**src/rtl/iobus_ctrl.sv**
```systemverilog
module iobus_ctrl #(
  parameter int ADDR_W = 12,
  parameter logic [ADDR_W-1:0] CFG_ADDR = 12'hC00,
  parameter logic [ADDR_W-1:0] WIN_TOP  = 12'h7FF
) (
  input  logic              clk,
  input  logic              rst_n,
  input  logic [ADDR_W-1:0] reg_addr,
  input  logic              reg_wr,
  input  logic              reg_rd,
  input  logic [15:0]       reg_wdata,
  input  logic              reg_sup,
  output logic [15:0]       reg_rdata,
  output logic              acc_err,
  input  logic              dbg_freeze,
  input  logic [15:0]       sub_rdata,
  output logic              sub_acc,
  output logic              sub_freeze,
  output logic              sub_reset,
  output logic              win_priv
);
  localparam int HALT_B = 15;
  localparam int GATE_B = 13;
  localparam int KICK_B = 12;
  localparam int PRIV_B = 7;

  logic halt_q, gate_q, priv_q, kick_q, frz_q, err_q;
  logic [15:0] rd_q;

  wire any_acc = reg_wr | reg_rd;
  wire in_win  = reg_addr <= WIN_TOP;
  wire cfg_hit = reg_addr == CFG_ADDR;
  wire blocked = any_acc & in_win & priv_q & ~reg_sup;
  wire cfg_wr  = reg_wr & cfg_hit;

  logic [15:0] cfg_view;
  always_comb begin
    cfg_view = '0;
    cfg_view[HALT_B] = halt_q;
    cfg_view[GATE_B] = gate_q;
    cfg_view[PRIV_B] = priv_q;
  end

  always_ff @(posedge clk) begin
    if (!rst_n) begin
      halt_q <= 1'b0;
      gate_q <= 1'b0;
      priv_q <= 1'b0;
      kick_q <= 1'b0;
      frz_q  <= 1'b0;
      err_q  <= 1'b0;
      rd_q   <= '0;
    end else begin
      if (cfg_wr) begin
        halt_q <= reg_wdata[HALT_B];
        gate_q <= reg_wdata[GATE_B];
        priv_q <= reg_wdata[PRIV_B];
      end
      kick_q <= cfg_wr & reg_wdata[KICK_B];
      frz_q  <= halt_q | (gate_q & dbg_freeze);
      err_q  <= blocked;
      if (!reg_rd)       rd_q <= '0;
      else if (cfg_hit)  rd_q <= cfg_view;
      else if (in_win && !blocked) rd_q <= sub_rdata;
      else               rd_q <= '0;
    end
  end

  assign sub_acc    = any_acc & in_win & ~blocked;
  assign reg_rdata  = rd_q;
  assign acc_err    = err_q;
  assign sub_freeze = frz_q;
  assign sub_reset  = kick_q;
  assign win_priv   = priv_q;
endmodule

```
**config.mk**
```make
export PLATFORM = sky130hd
export DESIGN_NAME = iobus_ctrl
export DESIGN_NICKNAME = d
export VERILOG_FILES = /design/src/rtl/iobus_ctrl.sv
export SDC_FILE = /design/constraint.sdc
export NUM_CORES = 1
export LEC_CHECK = 0
export ABC_AREA = 1
export BUFFER_PORTS_ARGS = -buffer_cell sky130_fd_sc_hd__buf_2
export CAP_MARGIN = 20
export CORE_MARGIN = 2
export CORE_UTILIZATION = 38
export CTS_BUF_LIST = sky130_fd_sc_hd__clkbuf_16
export CTS_CLUSTER_SIZE = 40
export DETAILED_ROUTE_END_ITERATION = 16
export PLACE_DENSITY = 0.78
export SLEW_MARGIN = 20
export SYNTH_ARGS = -nofsm -noshare
export SYNTH_HDL_FRONTEND = slang
export SYNTH_SLANG_ARGS = --single-unit
```
**constraint.sdc**
```tcl
create_clock -name clk -period 1.2 [get_ports clk]
set_input_delay 0.18 -clock clk [delete_from_list [all_inputs] [get_ports clk]]
set_output_delay 0.18 -clock clk [all_outputs]
set_load 0.03 [all_outputs]
```
==> results_dict.tcl <==
set metrics [dict create \
    status "finished, final reports clean" \
    start_util 0.403 \
    cpMaxStageDelayCell "dfxtp_2" \
    netlist_area_um2 901 \
    holdBufCountCts 0 \
    boundaryPins 71 \
    worstMarginPinSlew_ps 246 \
    fin_nets 227 \
    yosys.area.top_type_share 0.489 \
    tns_ps 0 \
    path_delay_family "flip-flops" \
    whs_path_depth 3 \
    hold_viol 0 \
    cp-start-kind "register" \
    grt_overflow 0 \
    worstSetupStartpoint "win_priv" \
    grt_pass1_vias 823 \
    fin_skew_ps 1.83 \
    required_ps 1020 \
    r2r_end "reg_rdata[1]" \
    wl_per_cell_um 8.53 \
    p_per_area_nw_per_um2 1230 \
    rows 17 \
    synth_cells 115 \
    slowest_delay_ps 330 \
    p_leak_nw 0.747 \
    maxSlewHeadroom 0.836 \
    rsz0062_at_grt "no" \
    cts_setup_buffers 0 \
    hp-class "in2reg" \
    antenna_found_initial 0 \
    clkSlewWorstSetupHoldPaths_ps 50 \
    finalSetupViolCount 0 \
    cts_tree "yes" \
    viasPerCell 4.23 \
    synth.avg_cell_area_um2 7.83 \
    dp_hpwl_um 1510 \
    fillers 219 \
    final_util 0.576 \
    clk_path_buf_depth 2 \
    die_w_um 52.7 \
    layout_commonest_cell "buf_2" \
    drcViolationCount 0 \
    ir_drop_v 0.000848 \
    ys_seq_area_frac 0.489 \
    grt_start_max_net_pins 14 \
    die_area_um2 2780 \
    drv_slew 0 \
    insertion_delay_ps 240 \
    r2r_start "win_priv" \
    n_antenna_cell 0 \
    track_usage 0.145 \
    period_minus_slack_ps 1070 \
    synth_cell_type_count 16 \
    drtAntennaViolNets 0 \
    fmax_ghz 0.936 \
    path_cells "a21oi_1 -> buf_2" \
    critPathMaxFanout 4 \
    endpoint "sub_acc" \
    numPortBuffers 58 \
    dr.pass1.iters 4 \
    worst-r2r-setup-slack_ps 180 \
    core_area_um2 2230 \
    synthToLayoutAreaGrowth_pct 42.8 \
    drt-total-wl_um 1740 \
    reg2regPathDepth 5 \
    yosysTopAreaCell "dfxtp_1" \
    mostFrequentLayoutCells "buf_2, inv_1, dfxtp_1" \
    die_h_um 52.7 \
    syn_nets 165 \
    final_layout_size_suffix_gt1_frac 0.449 \
    num_vias 863 \
    clkSinkCount 22 \
    cts_buffers 3 \
    cap_violations 0 \
    ys_ff_latch 22 \
    critical_path_buf_inv_count 1 \
    place_congestion 0.812 \
    critPathArrivalTime_ps 890 \
    path_class "reg2out" \
    yosysWarningCount 0 \
    min-delay-start "sub_rdata[0]" \
    path_depth 2 \
    cts_resized 0 \
    cts_root_buf "clkbuf_16" \
    synth.area.top_cells "dfxtp_1, inv_1, nor2_1" \
    grt_pass1_wl_um 3020 \
    crit_path_end_kind "output pin" \
    drt_iter0_markers 7 \
    h-tree-depth 1 \
    finalCritPeriodShare 0.890 \
]
-- flip-flops by register name (all words and copies together) (netlist names) --
name        count
reg_rdata      16
acc_err         1
gate_q          1
halt_q          1
sub_freeze      1
sub_reset       1
win_priv        1
-- final cells by class --
| type | instances | area, um2 | share of cell area |
|---|---|---|---|
| flip-flops and latches | 22 | 442 | 0.343 |
| multi-input cells | 64 | 335 | 0.261 |
| repair buffers | 58 | 290 | 0.226 |
| inverters | 28 | 105 | 0.0817 |
| clock buffers | 3 | 75.1 | 0.0584 |
| well taps | 28 | 35.0 | 0.0272 |
| clock inverters | 1 | 3.75 | 0.00292 |
-- tightest hold or removal path, cell delays in order --
cell    delay, ps
buf_2          90
inv_1          40
nor2_1         30
-- kinds of logic (layout without fill, tap and decap cells) --
group                  after synthesis  in the layout  share of synthesized area
flip-flops                          22             22                      0.489
buffers and inverters               29             90                      0.139
AND/OR/NAND/NOR                     61             61                      0.351
AO/OA/AOI/OAI                        3              3                     0.0208
-- Yosys cell counts --
cell type	number
inv_1	26
dfxtp_1	22
nor2_1	19
nand2_1	17
nor2_2	9
nand4_1	6
nand3_1	4
a21oi_1	2
inv_2	2
nor2_4	2
and2_1	1
buf_12	1
nand2_4	1
nand3_4	1
nor3_2	1
o21ai_2	1
-- report_power, final --
| group | total, mW | switching, mW | internal, mW | leakage [nW] |
|---|---|---|---|---|
| Clock | 0.657 | 0.215 | 0.442 | 0.0385 |
| Sequential | 0.748 | 0.00278 | 0.745 | 0.179 |
| Combinational | 0.183 | 0.108 | 0.0746 | 0.529 |
| Total | 1.59 | 0.326 | 1.26 | 0.747 |
-- metrics by stage --
step	area, um2	std cells	power [mW]	worst slack, ps	hold slack, ps
after global placement	1210	200	0.943	136	392
after floorplan	902	115	0.863	111	292
after global routing	1290	204	1.67	94.4	156
after CTS	1290	204	1.62	124	144
after detailed placement	1210	200	0.948	94.9	403
final	1290	204	1.59	132	147
-- worst min path at each step --
stage                         endpoint  slack [ps]
after floorplan           reg_rdata[0]         290
after CTS                 reg_rdata[0]         140
after global placement    reg_rdata[2]         390
after detailed placement  reg_rdata[0]         400
final                     reg_rdata[0]         150
after global routing      reg_rdata[2]         160
-- per-layer routing --
| metal | vias to the layer above | routed length, um | track usage |
|---|---|---|---|
| met3 | 2 | 201 | 0.0457 |
| met5 | - | 0 | 0 |
| met2 | 45 | 779 | 0.256 |
| met1 | 354 | 748 | 0.167 |
| met4 | 0 | 10 | 0.0385 |
| li1 | 462 | - | - |
No activity file was read; power rests on OpenSTA's default activity.
